### src/rtl/acc_pkg.sv
package acc_pkg;

    typedef enum logic [2:0] {
        FN_COM = 3'd0,
        FN_NEG = 3'd1,
        FN_MOV = 3'd2,
        FN_INC = 3'd3,
        FN_ADC = 3'd4,
        FN_SUB = 3'd5,
        FN_ADD = 3'd6,
        FN_AND = 3'd7
    } fn_e;

    typedef enum logic [1:0] {
        CY_KEEP = 2'd0,
        CY_ZERO = 2'd1,
        CY_ONE  = 2'd2,
        CY_FLIP = 2'd3
    } cyc_e;

    typedef enum logic [1:0] {
        SH_NONE = 2'd0,
        SH_ROL  = 2'd1,
        SH_ROR  = 2'd2,
        SH_SWAP = 2'd3
    } sh_e;

    typedef enum logic [2:0] {
        SK_NEVER  = 3'd0,
        SK_ALWAYS = 3'd1,
        SK_CZ     = 3'd2,
        SK_CN     = 3'd3,
        SK_RZ     = 3'd4,
        SK_RN     = 3'd5,
        SK_EITHER = 3'd6,
        SK_BOTH   = 3'd7
    } skp_e;

endpackage

### src/rtl/acc_alu.sv
module acc_alu
    import acc_pkg::*;
#(
    parameter int W = 16
) (
    input  logic [W-1:0] s_i,
    input  logic [W-1:0] d_i,
    input  fn_e          fn_i,
    input  cyc_e         cyc_i,
    input  logic         cy_i,
    output logic [W-1:0] r_o,
    output logic         cy_o
);
    logic         base;
    logic [W-1:0] op_a;
    logic [W-1:0] op_b;
    logic         cin;
    logic         arith;
    logic [W:0]   sum;

    always_comb begin
        unique case (cyc_i)
            CY_KEEP: base = cy_i;
            CY_ZERO: base = 1'b0;
            CY_ONE:  base = 1'b1;
            default: base = ~cy_i;
        endcase
    end

    always_comb begin
        op_a  = s_i;
        op_b  = '0;
        cin   = 1'b0;
        arith = 1'b1;
        unique case (fn_i)
            FN_COM: begin op_a = ~s_i; arith = 1'b0; end
            FN_NEG: begin op_a = ~s_i; cin = 1'b1; end
            FN_MOV: begin arith = 1'b0; end
            FN_INC: begin cin = 1'b1; end
            FN_ADC: begin op_a = ~s_i; op_b = d_i; end
            FN_SUB: begin op_a = ~s_i; op_b = d_i; cin = 1'b1; end
            FN_ADD: begin op_b = d_i; end
            default: begin arith = 1'b0; end
        endcase
        sum = {1'b0, op_a} + {1'b0, op_b} + {{W{1'b0}}, cin};
    end

    always_comb begin
        r_o  = (fn_i == FN_AND) ? (s_i & d_i) : sum[W-1:0];
        cy_o = base ^ (arith & sum[W]);
    end

    always_comb begin
        if (fn_i == FN_MOV || fn_i == FN_AND || fn_i == FN_COM) begin
            assert_logic_keeps_base_R2: assert (cy_o == base);
        end
    end

endmodule

### src/rtl/acc_shift.sv
module acc_shift
    import acc_pkg::*;
#(
    parameter int W = 16
) (
    input  logic [W-1:0] r_i,
    input  logic         c_i,
    input  sh_e          sh_i,
    output logic [W-1:0] r_o,
    output logic         c_o
);
    localparam int HALF = W / 2;

    always_comb begin
        r_o = r_i;
        c_o = c_i;
        unique case (sh_i)
            SH_NONE: ;
            SH_ROL: begin
                r_o = {r_i[W-2:0], c_i};
                c_o = r_i[W-1];
            end
            SH_ROR: begin
                r_o = {c_i, r_i[W-1:1]};
                c_o = r_i[0];
            end
            default: r_o = {r_i[HALF-1:0], r_i[W-1:HALF]};
        endcase
    end

    always_comb begin
        if (sh_i == SH_SWAP) begin
            assert_swap_keeps_carry_R5: assert (c_o == c_i);
        end
    end

endmodule

### src/rtl/acc_skip.sv
module acc_skip
    import acc_pkg::*;
#(
    parameter int W = 16
) (
    input  logic [W-1:0] r_i,
    input  logic         c_i,
    input  skp_e         sel_i,
    output logic         take_o
);
    logic rz;

    always_comb begin
        rz = (r_i == '0);
        unique case (sel_i)
            SK_NEVER:  take_o = 1'b0;
            SK_ALWAYS: take_o = 1'b1;
            SK_CZ:     take_o = ~c_i;
            SK_CN:     take_o = c_i;
            SK_RZ:     take_o = rz;
            SK_RN:     take_o = ~rz;
            SK_EITHER: take_o = ~c_i | rz;
            default:   take_o = c_i & ~rz;
        endcase
    end

endmodule

### src/rtl/acc_exec_unit.sv
module acc_exec_unit
    import acc_pkg::*;
#(
    parameter int W    = 16,
    parameter int NACC = 4
) (
    input  logic                     clk,
    input  logic                     rst_n,
    input  logic                     exec_i,
    input  logic [$clog2(NACC)-1:0]  src_i,
    input  logic [$clog2(NACC)-1:0]  dst_i,
    input  logic [2:0]               fn_i,
    input  logic [1:0]               cyc_i,
    input  logic [1:0]               sh_i,
    input  logic [2:0]               skp_i,
    input  logic                     nold_i,
    output logic [W-1:0]             res_o,
    output logic                     carry_o,
    output logic                     skip_o,
    output logic [W-1:0]             idx2_o,
    output logic [W-1:0]             idx3_o
);
    localparam int IW = $clog2(NACC);

    typedef struct packed {
        logic [NACC-1:0][W-1:0] acc;
        logic                   cy;
        logic [W-1:0]           res;
        logic                   skip;
    } st_t;

    st_t st_d, st_q;

    logic [W-1:0] opnd_s, opnd_d, alu_r, sh_r;
    logic         alu_c, sh_c, take;

    assign opnd_s = st_q.acc[src_i];
    assign opnd_d = st_q.acc[dst_i];

    acc_alu #(.W(W)) u_alu (
        .s_i   (opnd_s),
        .d_i   (opnd_d),
        .fn_i  (fn_e'(fn_i)),
        .cyc_i (cyc_e'(cyc_i)),
        .cy_i  (st_q.cy),
        .r_o   (alu_r),
        .cy_o  (alu_c)
    );

    acc_shift #(.W(W)) u_shift (
        .r_i  (alu_r),
        .c_i  (alu_c),
        .sh_i (sh_e'(sh_i)),
        .r_o  (sh_r),
        .c_o  (sh_c)
    );

    acc_skip #(.W(W)) u_skip (
        .r_i    (sh_r),
        .c_i    (sh_c),
        .sel_i  (skp_e'(skp_i)),
        .take_o (take)
    );

    always_comb begin
        st_d      = st_q;
        st_d.skip = 1'b0;
        if (exec_i) begin
            st_d.res  = sh_r;
            st_d.skip = take;
            if (!nold_i) begin
                st_d.acc[dst_i] = sh_r;
                st_d.cy         = sh_c;
            end
        end
    end

    always_ff @(posedge clk or negedge rst_n) begin
        if (!rst_n) st_q <= '0;
        else        st_q <= st_d;
    end

    assign res_o   = st_q.res;
    assign carry_o = st_q.cy;
    assign skip_o  = st_q.skip;
    assign idx2_o  = st_q.acc[2];
    assign idx3_o  = st_q.acc[3];

    assert_idle_holds_R8: assert property (@(posedge clk) disable iff (!rst_n)
        !exec_i |=> ($stable(st_q.acc) && $stable(carry_o) && !skip_o));

    assert_discard_keeps_R7: assert property (@(posedge clk) disable iff (!rst_n)
        (exec_i && nold_i) |=> ($stable(st_q.acc) && $stable(carry_o)));

    assert_skip_never_R6: assert property (@(posedge clk) disable iff (!rst_n)
        (exec_i && skp_i == 3'd0) |=> !skip_o);

    assert_skip_always_R6: assert property (@(posedge clk) disable iff (!rst_n)
        (exec_i && skp_i == 3'd1) |=> skip_o);

    for (genvar k = 0; k < NACC; k++) begin : g_only_dst
        assert_only_dst_R8: assert property (@(posedge clk) disable iff (!rst_n)
            (exec_i && dst_i != IW'(k)) |=> $stable(st_q.acc[k]));
    end

endmodule

### config.mk
export PLATFORM = sky130hd
export DESIGN_NAME = acc_exec_unit
export DESIGN_NICKNAME = d
export VERILOG_FILES = /design/src/rtl/acc_pkg.sv /design/src/rtl/acc_alu.sv /design/src/rtl/acc_shift.sv /design/src/rtl/acc_skip.sv /design/src/rtl/acc_exec_unit.sv
export SDC_FILE = /design/constraint.sdc
export NUM_CORES = 1
export LEC_CHECK = 0
export CORE_ASPECT_RATIO = 0.9
export CORE_MARGIN = 10
export CORE_UTILIZATION = 46
export CTS_BUF_LIST = sky130_fd_sc_hd__clkbuf_2 sky130_fd_sc_hd__clkbuf_4 sky130_fd_sc_hd__clkbuf_8
export DETAILED_ROUTE_END_ITERATION = 8
export PLACE_DENSITY = 0.67
export SYNTH_ARGS = -nofsm -noshare
export SYNTH_HDL_FRONTEND = slang
export SYNTH_SLANG_ARGS = --single-unit
### constraint.sdc
create_clock -name clk -period 3.7 [get_ports clk]
set_clock_uncertainty 0.15 [all_clocks]
set_input_delay 0.555 -clock clk [delete_from_list [all_inputs] [get_ports clk]]
set_output_delay 0.555 -clock clk [all_outputs]
set_load 0.02 [all_outputs]
== Word level (Yosys, flattened, before mapping) ==
Cells that the tools add are included.
Word-level totals
  memories: 0
  output and inout port bits: 50
  logic and storage cells: 66
  input bits: 18
  bits in writable memories: 0
  bits in latches: 0
  ROM bits: 0
  register bits after elaboration: 82
Operators by class
  equality and inequality tests: 16
  shift-type cells: 0
  magnitude comparators: 3
  add/sub/neg operators: 2
  reduce and logical (&&, ||, !) cells: 11
  multipliers: 0
  muxes and demuxes: 17
  bitwise operators: 10
  divide/modulo/power cells: 0
Operators with widths (number)
  $mux 16: 6
  $bmux 16 s2: 2
  $bwmux 64: 1
  $pmux 16 s3: 1
  $demux 16 s2: 1
  $eq 3x3->1 const B: 7
  $add 16x16->17: 1
  $add 17x1->17: 1
  $and 16x16->16: 1
  $logic_not 16->1: 1
  $not 16->16: 1
  $eq 3x2->1 const B: 3
  $pmux 1 s7: 1
  $eq 3x1->1 const B: 2
  $logic_not 3->1: 2
  $lt 2x3->1 const B: 2
  $reduce_or 3->1: 2
  $reduce_or 5->1: 1
  $eq 2x1->1 const B: 2
  $eq 2x2->1 const B: 2
  $logic_not 2->1: 2
  $not 1->1: 4
  $reduce_or 4->1: 1
  $mux 1: 3
  8 further kinds: 9

== Depth between registers and ports, before layout ==
Gate-level depths: netlist of the first run.
  depth in word-level cells: 14
  mapped depth: 17
  depth with buffers taken out: 15

== By module ==
From an unflattened synthesis of the first run, not the netlist that was laid out.
Unflattened totals
  cell total of the unflattened synthesis: 511
  area total of the unflattened synthesis: 6047.0 µm²
Modules (own cells, without submodules)
  acc_exec_unit: cells each 265, area an instance 4242.8 µm², instances 1, sequential area each 2052.0 µm²
  acc_alu: cells each 173, area an instance 1227.4 µm², instances 1, sequential area each 0.0 µm²
  acc_shift: cells each 64, area an instance 508.0 µm², instances 1, sequential area each 0.0 µm²
  acc_skip: cells each 9, area an instance 68.8 µm², instances 1, sequential area each 0.0 µm²

== Worst setup path before layout of the first run ==
No wires, ideal clock.
  path type: input-to-reg
  start: in src_i[1]
  end: reg st_q, in the netlist skip_o
  arrival: 4190 ps
  path buffers: 2
  library setup time: 65 ps
  stages on the path: 16
  required time: 3485 ps
  slack: -705 ps
  path through: clkbuf_1 > clkbuf_1 > mux4_2 > xnor2_1 > inv_1 > fa_1 > nand2b_1 > a21oi_1 > o21ai_0 > and4_1 > a2111oi_4 > o221ai_2 > nor4_2 > nand4_1 > o32a_1 > nand2_1
RTL lines
  start: declaration: line acc_exec_unit.sv:10  | input logic [$clog2(NACC)-1:0] src_i,
  end signal: assignment: line acc_exec_unit.sv:80  | else st_q <= st_d;
  end: declaration: line acc_exec_unit.sv:32  | st_t st_d, st_q;

==> flow_metrics.py, run 1 <==
metrics = {
    "clock_network": {
        "insertion_delay_ns": 0.38,
        "root_buffer": "clkbuf_8",
        "clock_tree.buffer_depth": 2,
        "htree_num_levels": 3,
        "cts_hold_buffers": 0,
        "clkTransAtPathRegs_ns": 0.10,
        "numClockSinks": 82,
        "cts_tree": "built",
        "cts_inserted_buffers": 9,
    },
    "detailed_routing": {
        "ant_nets": 0,
        "dr.pass1.iters": 5,
        "drt_wl_total_microns": 26200,
        "vias": 6783,
        "viasPerCell": 6.00,
        "drc": 0,
        "drtIter0Drc": 530,
        "wire_per_inst_microns": 23.2,
    },
    "sta": {
        "drv_slew": 0,
        "max_freq_ghz": 0.239,
        "setup_viol": 53,
        "period_share_pct": 113,
        "hold_violations": 0,
        "worstMarginPinSlew_ns": 1.18,
        "finalWorstSetupSlack_ns": -0.488,
        "fin_hold_ws_ns": 0.200,
        "layout_min_cycle_time_ns": 4.19,
        "rsz0062_at_grt": "yes",
        "relSlewSlack_pct": 21.3,
    },
    "global_route": {
        "grt-ovfl-total": 0,
        "grt_start_max_net_pins": 83,
        "grt_pass1_vias": 6732,
        "grt_pass1_wl_microns": 38900,
        "antenna_found_initial": 0,
        "track_usage_pct": 25.2,
    },
    "critical_path": {
        "worstSetupEndpointType": "flop",
        "critPathMaxFanout": 5,
        "r2r_start": "idx2_o[0]$_DFFE_PN0P_",
        "worstPathRequired_ns": 3.83,
        "arrival_ns": 4.32,
        "crit_type": "flop to flop",
        "startpoint": "idx2_o[0]$_DFFE_PN0P_",
        "worstSetupStartpointType": "flop",
    },
    "die": {
        "dieArea_sq_um": 19700,
        "io_pins": 68,
        "core_sq_um": 14100,
        "fp-row-count": 41,
        "die_width_microns": 147,
        "start_util_pct": 47.1,
        "die_h_microns": 134,
    },
    "logic_synthesis": {
        "synth_top_area_share_pct": 30.9,
        "ys_warn_count": 0,
        "yosysUniqueCellTypes": 81,
        "yosysSeqAreaShare_pct": 30.9,
        "synth_area_leader_cell": "dfrtp_1",
        "synthArstFlopShare_pct": 100,
        "ys_ff_latch": 82,
        "synth_edf_count": 0,
        "yosysMostFrequentCell": "nand2_1",
        "syn_area_per_cell_sq_um": 9.22,
        "syn_nets": 760,
        "syn_area_sq_um": 6650,
        "ys_top_cells_by_count": "105 x nand2_1, 82 x dfrtp_1, 74 x o21ai_0, 48 x buf_4, 35 x clkbuf_1",
        "synth.area.top_cells": "dfrtp_1 31%, mux4_2 8.8%, nand2_1 5.9%",
        "synth_cells": 721,
        "ys.flop_type": "dfrtp_1",
    },
    "power_and_ir_drop": {
        "power_density_nw_per_um2": 838,
        "ir_drop_mv": 0.534,
        "p_leak_nw": 4.27,
    },
    "placed_design": {
        "placed_cells": 1083,
        "dpl-instance-area_sq_um": 8620,
        "placement.io_buffers": 67,
        "gp_routability_congestion": 0.960,
        "dp_hpwl_microns": 19700,
        "place_ws_ns": -1.29,
    },
    "layout": {
        "utilization_pct": 70.2,
        "final_nets": 971,
        "drive_gt1_share_pct": 45.0,
        "layout.cells.non_filler": 1130,
        "final_area_sq_um": 9900,
        "syn_to_final_growth_pct": 48.9,
        "diodes": 0,
    },
    "worst_hold_path": {
        "hp-class": "input pin to asynchronous set/reset pin",
    },
    "flow_run": {
        "drv_cap": 0,
    },
    "outcome": {
        "violations": "negative setup slack",
        "outcome": "finished with violations",
    },
}
layer usage:
metal	vias up	GRT usage (%)	wire [microns]
met5	-	0	0
met4	0	10.3	1030
met3	58	5.88	2020
met2	326	40.4	12400
met1	3372	32.2	10700
li1	3027	-	-
final cells by class:
cell class,instances,area [sq um]
timing repair buffer,297,2620
tap,193,241
multi-input combinational,525,4740
fill,1073,4210
inverter,17,63.8
clock buffer,10,131
clock inverter,6,51.3
sequential,82,2050
kinds of logic (layout without fill, tap and decap cells):
logic type                 count (synthesis)  count (layout)  synth area share, %
DFF                                       82              82                 30.9
xor gates and xnor gates                  24              24                 3.16
and+or+nand+nor                          221             221                 15.9
adders and majority gates                 21              21                 4.18
muxes                                     59              59                 15.5
AOI/OAI and AO/OA                        200             200                 20.5
buffers and inverters                    114             330                 9.79
stage by stage:
stage | setup TNS [ns] | power (mW)
after floorplan | -0.542 | 4.27
after global placement | -75.88 | 6.42
after detailed placement | -76.08 | 6.50
after CTS | -5.48 | 7.67
after global routing | -17.94 | 8.68
final | -9.24 | 8.29
critical path: stages, from the launching register on:
cell      delay [ns]
dfrtp_1         0.41
mux4_2          0.52
xnor2_2         0.18
fa_2            0.42
inv_2           0.07
fa_2            0.20
nand2b_4        0.15
buf_6           0.11
a21oi_4         0.08
buf_6           0.12
o21a_4          0.22
or3_4           0.37
a311oi_4        0.32
a31o_4          0.23
nand4_1         0.14
o311ai_1        0.30
nand2_1         0.09
placed cells by master, fill, tap and decap left out, types with 16 or more instances in the layout:
master,count
o21ai_1,28
clkdlybuf4s50_1,62
buf_6,27
nand2_1,100
mux4_2,29
and2_1,24
nor2_1,30
o21ai_0,27
o21ai_2,22
dfrtp_1,82
inv_1,16
buf_4,194
state kept, by name, indices dropped and copies added, names as in the netlist:
name	cells
st_q	32
idx2_o	16
idx3_o	16
res_o	16
carry_o	1
skip_o	1
repair_timing:
item,CTS,global route
buffers inserted,27,20
pin swaps,39,74
gates resized for setup,111,115
endpoints found under the setup margin,82,82
path summary, 6_finish.rpt:
kind | endpoint | depth (start not counted) | slack [ns]
min | idx3_o[7]$_DFFE_PN0P_ | 1 | 0.20
min reg2reg | st_q[46]$_DFFE_PN0P_ | 2 | 0.36
min in group clk | st_q[46]$_DFFE_PN0P_ | 2 | 0.36
max | skip_o$_DFF_PN0_ | 16 | -0.49
max reg2reg | skip_o$_DFF_PN0_ | 16 | -0.49
max in group asynchronous | idx2_o[3]$_DFFE_PN0P_ | 1 | 2.55
power breakdown:
group	total [mW]	switching, mW	internal [mW]
clock network	0.631	0.371	0.259
registers	1.59	0.313	1.27
logic	6.08	3.01	3.06
Power figures use the tool's default switching activity.
==> run 2: changes to the inputs <==
--- a/config.mk
+++ b/config.mk
@@ -8,8 +8,9 @@
 export CORE_ASPECT_RATIO = 0.9
 export CORE_MARGIN = 10
 export CORE_UTILIZATION = 46
-export CTS_BUF_LIST = sky130_fd_sc_hd__clkbuf_2 sky130_fd_sc_hd__clkbuf_4 sky130_fd_sc_hd__clkbuf_8
+export CTS_BUF_LIST = sky130_fd_sc_hd__clkbuf_2
 export DETAILED_ROUTE_END_ITERATION = 8
+export MAX_ROUTING_LAYER = met4
 export PLACE_DENSITY = 0.67
 export SYNTH_ARGS = -nofsm -noshare
 export SYNTH_HDL_FRONTEND = slang
==> flow_metrics.py, run 2 (same netlist as run 1, synthesis figures left out) <==
metrics = {
    "outcome": {
        "outcome": "finished with violations",
        "violations": "negative setup slack",
    },
    "sta": {
        "worstMarginPinSlew_ns": 1.29,
        "period_share_pct": 114,
        "layout_min_cycle_time_ns": 4.21,
        "drv_slew": 0,
        "hold_violations": 0,
        "setup_tns_ns": -9.33,
        "setup_viol": 51,
        "finalWorstSetupSlack_ns": -0.514,
        "relSlewSlack_pct": 13.7,
        "rsz0062_at_grt": "yes",
        "max_freq_ghz": 0.237,
    },
    "layout": {
        "top_register": "st_q",
        "fillers": 1110,
        "largest_register_ffs": 32,
        "final_nets": 958,
        "utilization_pct": 68.4,
        "final_common_cell": "buf_4",
        "syn_to_final_growth_pct": 45.0,
        "diodes": 0,
        "final_cell_mix": "189 x buf_4, 100 x nand2_1, 82 x dfrtp_1",
        "layout.cells.non_filler": 1117,
        "drive_gt1_share_pct": 44.9,
    },
    "flow_run": {
        "drv_cap": 0,
    },
    "critical_path": {
        "critPathMaxFanout": 4,
        "slowest_delay_ns": 0.52,
        "crit_chain": "mux4_2 -> xnor2_2 -> fa_2 -> buf_4 -> a211oi_4 -> o21ai_2 -> nor4b_4 -> or3_4 -> a311oi_4 -> o221ai_2 -> nor4_2 -> nand4_1 -> o32a_1 -> nand2_1",
        "crit_type": "flop to flop",
        "cp.buffers_inverters": 1,
        "worstPathRequired_ns": 4.12,
        "cpMaxStageDelayCell": "mux4_2",
        "worstSetupEndpointType": "flop",
        "arrival_ns": 4.64,
        "cp_top_family": "compound AO/OA/AOI/OAI gates",
        "worstSetupStartpointType": "flop",
    },
    "clock_network": {
        "cts_tree": "built",
        "clkTransAtPathRegs_ns": 0.29,
        "root_buffer": "clkbuf_2",
        "clock_tree.buffer_depth": 2,
        "cts_inserted_buffers": 9,
        "insertion_delay_ns": 0.63,
        "numClockSinks": 82,
        "htree_num_levels": 3,
    },
    "global_route": {
        "track_usage_pct": 26.7,
        "use_met2_pct": 42.8,
        "antenna_found_initial": 0,
        "grt-ovfl-total": 0,
        "busiest_layer": "met2",
        "grt_util_met3_pct": 4.40,
        "grt_pass1_vias": 6825,
        "grtUsageMet1_pct": 33.5,
        "grt_start_max_net_pins": 83,
        "grt_pass1_wl_microns": 39600,
    },
    "power_and_ir_drop": {
        "ir_drop_mv": 0.620,
        "p_leak_nw": 4.18,
        "power_mw": 8.14,
        "power_density_nw_per_um2": 844,
    },
    "die": {
        "die_h_microns": 134,
        "start_util_pct": 47.1,
        "core_sq_um": 14100,
        "die_width_microns": 147,
        "io_pins": 68,
        "dieArea_sq_um": 19700,
        "fp-row-count": 41,
    },
    "placed_design": {
        "dp_hpwl_microns": 20100,
        "placed_cells": 1078,
        "gp_routability_congestion": 1.02,
        "placement.io_buffers": 67,
    },
    "detailed_routing": {
        "drt_wl_total_microns": 26000,
        "drc": 0,
        "dr.pass1.iters": 5,
        "drtIter0Drc": 609,
        "wire_per_inst_microns": 23.3,
        "vias": 6720,
        "viasPerCell": 6.02,
        "ant_nets": 0,
    },
    "worst_hold_path": {
        "hp-class": "flop to flop",
    },
}
[run 2: cell types whose count changed in the layout (fill, tap and decap cells not counted), sizes merged]
cell / delta
dlygate4sd2: +1
inv: +1
clkinvlp: -3
buf: -16
bufinv: +2
dlygate4sd3: +1
clkdlybuf4s50: +1
[run 2: path summary, 6_finish.rpt]
| kind | depth (start not counted) | start | slack, ns | to |
|---|---|---|---|---|
| max | 14 | idx3_o[0]$_DFFE_PN0P_ | -0.51 | skip_o$_DFF_PN0_ |
| min | 2 | res_o[5]$_DFFE_PN0P_ | 0.38 | res_o[5]$_DFFE_PN0P_ |
| max reg2reg | 14 | idx3_o[0]$_DFFE_PN0P_ | -0.51 | skip_o$_DFF_PN0_ |
| min reg2reg | 2 | res_o[5]$_DFFE_PN0P_ | 0.38 | res_o[5]$_DFFE_PN0P_ |
| max in group asynchronous | 2 | rst_n | 2.24 | res_o[5]$_DFFE_PN0P_ |
| min in group asynchronous | 2 | rst_n | 0.46 | res_o[12]$_DFFE_PN0P_ |
[run 2: routing by layer]
layer	vias to the layer above	share of wire (%)
li1	3004	-
met1	3357	42
met2	295	48
met3	64	6.3
met4	0	3.6
met5	-	0
[run 2: metrics by stage]
stage | hold slack, ns | setup slack [ns] | area [sq um]
detailed placement | 0.343 | -1.56 | 8580
global placement | 0.322 | -1.54 | 8580
global route | 0.406 | -0.658 | 9640
floorplan | 0.109 | -0.339 | 6760
CTS | 0.388 | -0.498 | 9220
finish | 0.385 | -0.514 | 9640
[run 2: final cells by class]
| class | instances | area, sq um | area share (%) |
|---|---|---|---|
| well taps | 193 | 241 | 2.50 |
| flip-flops and latches | 82 | 2050 | 21.3 |
| multi-input cells | 525 | 4670 | 48.4 |
| clock inverters | 6 | 97.6 | 1.01 |
| inverters | 17 | 63.8 | 0.662 |
| clock buffers | 10 | 50.0 | 0.519 |
| repair buffers | 284 | 2470 | 25.6 |
[run 2: repair_timing]
action                                 in CTS  in global routing
buffers inserted                           18                 17
hold buffers                                1                  0
gates resized for setup                   112                101
pin swaps                                  57                 57
setup endpoints to repair                  82                 82
endpoints found under the hold margin      82                  0
[run 2: tightest hold or removal path, delay by kind of cell, from the launching register on]
kind	cells	cell delay, ns
buffers and inverters	1	0.05
muxes	1	0.05
DFF	1	0.42
[run 2: where the power goes]
group          internal, mW  switching (mW)  total [mW]
sequential             1.27           0.307        1.58
combinational          2.99            2.98        5.97
clock                 0.238           0.356       0.594
total                  4.49            3.64        8.14
==> run 3: changes to the inputs <==
--- a/config.mk
+++ b/config.mk
@@ -11,7 +11,7 @@
 export CTS_BUF_LIST = sky130_fd_sc_hd__clkbuf_2
 export DETAILED_ROUTE_END_ITERATION = 8
 export MAX_ROUTING_LAYER = met4
-export PLACE_DENSITY = 0.67
+export PLACE_DENSITY = 0.65
 export SYNTH_ARGS = -nofsm -noshare
 export SYNTH_HDL_FRONTEND = slang
 export SYNTH_SLANG_ARGS = --single-unit
==> constraint.sdc (replaced) <==
create_clock -name clk -period 5.2 [get_ports clk]
set_clock_uncertainty 0.15 [all_clocks]
set_input_delay 0.78 -clock clk [delete_from_list [all_inputs] [get_ports clk]]
set_output_delay 0.78 -clock clk [all_outputs]
set_load 0.02 [all_outputs]
==> flow_metrics.py, run 3 (same netlist as run 1, synthesis figures left out) <==
metrics = {
    "global_route": {
        "antenna_found_initial": 0,
        "grt_pass1_vias": 6123,
        "grt-ovfl-total": 0,
        "track_usage_pct": 24.5,
        "grt_pass1_wl_microns": 36400,
        "grt_start_max_net_pins": 83,
    },
    "critical_path": {
        "r2r_setup_slack_ns": 0.46,
        "crit_type": "input pin to flop",
        "slowest_delay_ns": 0.67,
        "critPathMostFrequentCell": "fa_1",
        "r2r_start": "idx2_o[0]$_DFFE_PN0P_",
        "worstSetupStartpointType": "input pin",
        "cpMaxStageDelayCell": "clkdlybuf4s50_1",
        "startpoint": "dst_i[0]",
        "arrival_ns": 5.27,
        "worstPathRequired_ns": 5.58,
        "worstSetupEndpointType": "flop",
        "critPathMaxFanout": 5,
        "crit_chain": "clkdlybuf4s50_1 -> mux4_2 -> and2_1 -> fa_1 -> inv_1 -> fa_1 -> nand2b_1 -> a21oi_1 -> o21ai_0 -> buf_4 -> nor3_1 -> a2111oi_4 -> o221ai_2 -> nor4_2 -> nand4_1 -> o311ai_1 -> nand2_1",
    },
    "clock_network": {
        "htree_num_levels": 3,
        "cts_setup_buffers": 0,
        "cts_inserted_buffers": 9,
        "clock_tree.buffer_depth": 2,
        "cts_hold_buffers": 0,
        "insertion_delay_ns": 0.65,
        "cts_tree": "built",
        "numClockSinks": 82,
        "root_buffer": "clkbuf_2",
        "clkTransAtPathRegs_ns": 0.32,
        "cts_resized": 0,
    },
    "outcome": {
        "outcome": "finished, final reports clean",
    },
    "die": {
        "die_h_microns": 134,
        "start_util_pct": 47.1,
        "die_width_microns": 147,
        "dieArea_sq_um": 19700,
        "fp-row-count": 41,
        "io_pins": 68,
        "core_sq_um": 14100,
    },
    "power_and_ir_drop": {
        "power_mw": 4.64,
        "p_leak_nw": 3.38,
        "ir_drop_mv": 0.358,
        "power_density_nw_per_um2": 585,
    },
    "worst_hold_path": {
        "hp-class": "input pin to asynchronous set/reset pin",
    },
    "sta": {
        "layout_min_cycle_time_ns": 4.89,
        "setup_tns_ns": 0,
        "hold_violations": 0,
        "period_share_pct": 94.0,
        "max_freq_ghz": 0.205,
        "drv_slew": 0,
        "finalWorstSetupSlack_ns": 0.312,
        "rsz0062_at_grt": "no",
        "worstMarginPinSlew_ns": 1.04,
        "setup_viol": 0,
        "fin_hold_ws_ns": 0.130,
        "relSlewSlack_pct": 30.6,
    },
    "layout": {
        "final_nets": 849,
        "final_area_sq_um": 7930,
        "top_register": "st_q",
        "seqCellArea_sq_um": 2050,
        "final_common_cell": "buf_4",
        "fillers": 1274,
        "multiInputGateArea_sq_um": 3950,
        "syn_to_final_growth_pct": 19.2,
        "final_cell_mix": "107 x buf_4, 105 x nand2_1, 82 x dfrtp_1",
        "drive_gt1_share_pct": 23.3,
        "utilization_pct": 56.2,
        "largest_register_ffs": 32,
        "layout.cells.non_filler": 1008,
        "diodes": 0,
    },
    "flow_run": {
        "drv_cap": 0,
    },
    "detailed_routing": {
        "wire_per_inst_microns": 23.2,
        "vias": 6082,
        "viasPerCell": 6.03,
        "drt_wl_total_microns": 23400,
        "drtIter0Drc": 483,
        "dr.pass1.iters": 5,
        "drc": 0,
        "ant_nets": 0,
    },
    "placed_design": {
        "placement.io_buffers": 67,
        "place_ws_ns": -0.254,
        "dp_hpwl_microns": 18900,
        "placed_cells": 992,
        "dpl-instance-area_sq_um": 7810,
        "gp_routability_congestion": 1.01,
    },
}
[run 3: cell types whose count changed in the layout (fill, tap and decap cells not counted), moves of 10 or more]
cell and delta:
o21ai_2 -38, buf_4 -82, a21oi_1 +10, o21ai_1 -14
buf_6 -20, o21ai_0 +54
[run 3: path summary, 6_finish.rpt]
check | to | cells after the start
setup / recovery | skip_o$_DFF_PN0_ | 17
hold / removal | res_o[9]$_DFFE_PN0P_ | 1
setup reg to reg | skip_o$_DFF_PN0_ | 15
hold reg to reg | st_q[44]$_DFFE_PN0P_ | 2
max in group asynchronous | idx3_o[3]$_DFFE_PN0P_ | 1
min in group clk | st_q[44]$_DFFE_PN0P_ | 2
[run 3: power by group]
part           total (mW)  switching, mW  leakage [nW]  internal (mW)
Sequential           1.15          0.252          1.03          0.902
Clock               0.374          0.258        0.0723          0.115
Combinational        3.11           1.63          2.28           1.48
[run 3: cell type report]
class	instances	share of cell area, %
Timing Repair Buffer	175	19.0
Multi-Input combinational cell	525	49.8
Tap cell	193	3.05
Clock buffer	9	0.568
Clock inverter	7	0.947
Sequential cell	82	25.9
Inverter	17	0.805
[run 3: worst max-delay path, delay by kind of cell]
family	cells	cell delay (ns)
adders and majority gates	2	0.62
AOI/OAI and AO/OA	5	1.33
muxes	1	0.56
and+or+nand+nor	6	1.03
buffers and inverters	3	0.95
[run 3: layer usage]
layer | global-route usage (%) | up-vias | routed length (microns)
li1 | - | 2779 | -
met1 | 32.7 | 3014 | 10500
met2 | 36.7 | 251 | 10500
met3 | 3.56 | 38 | 1630
met4 | 10.1 | 0 | 857
met5 | - | - | 0
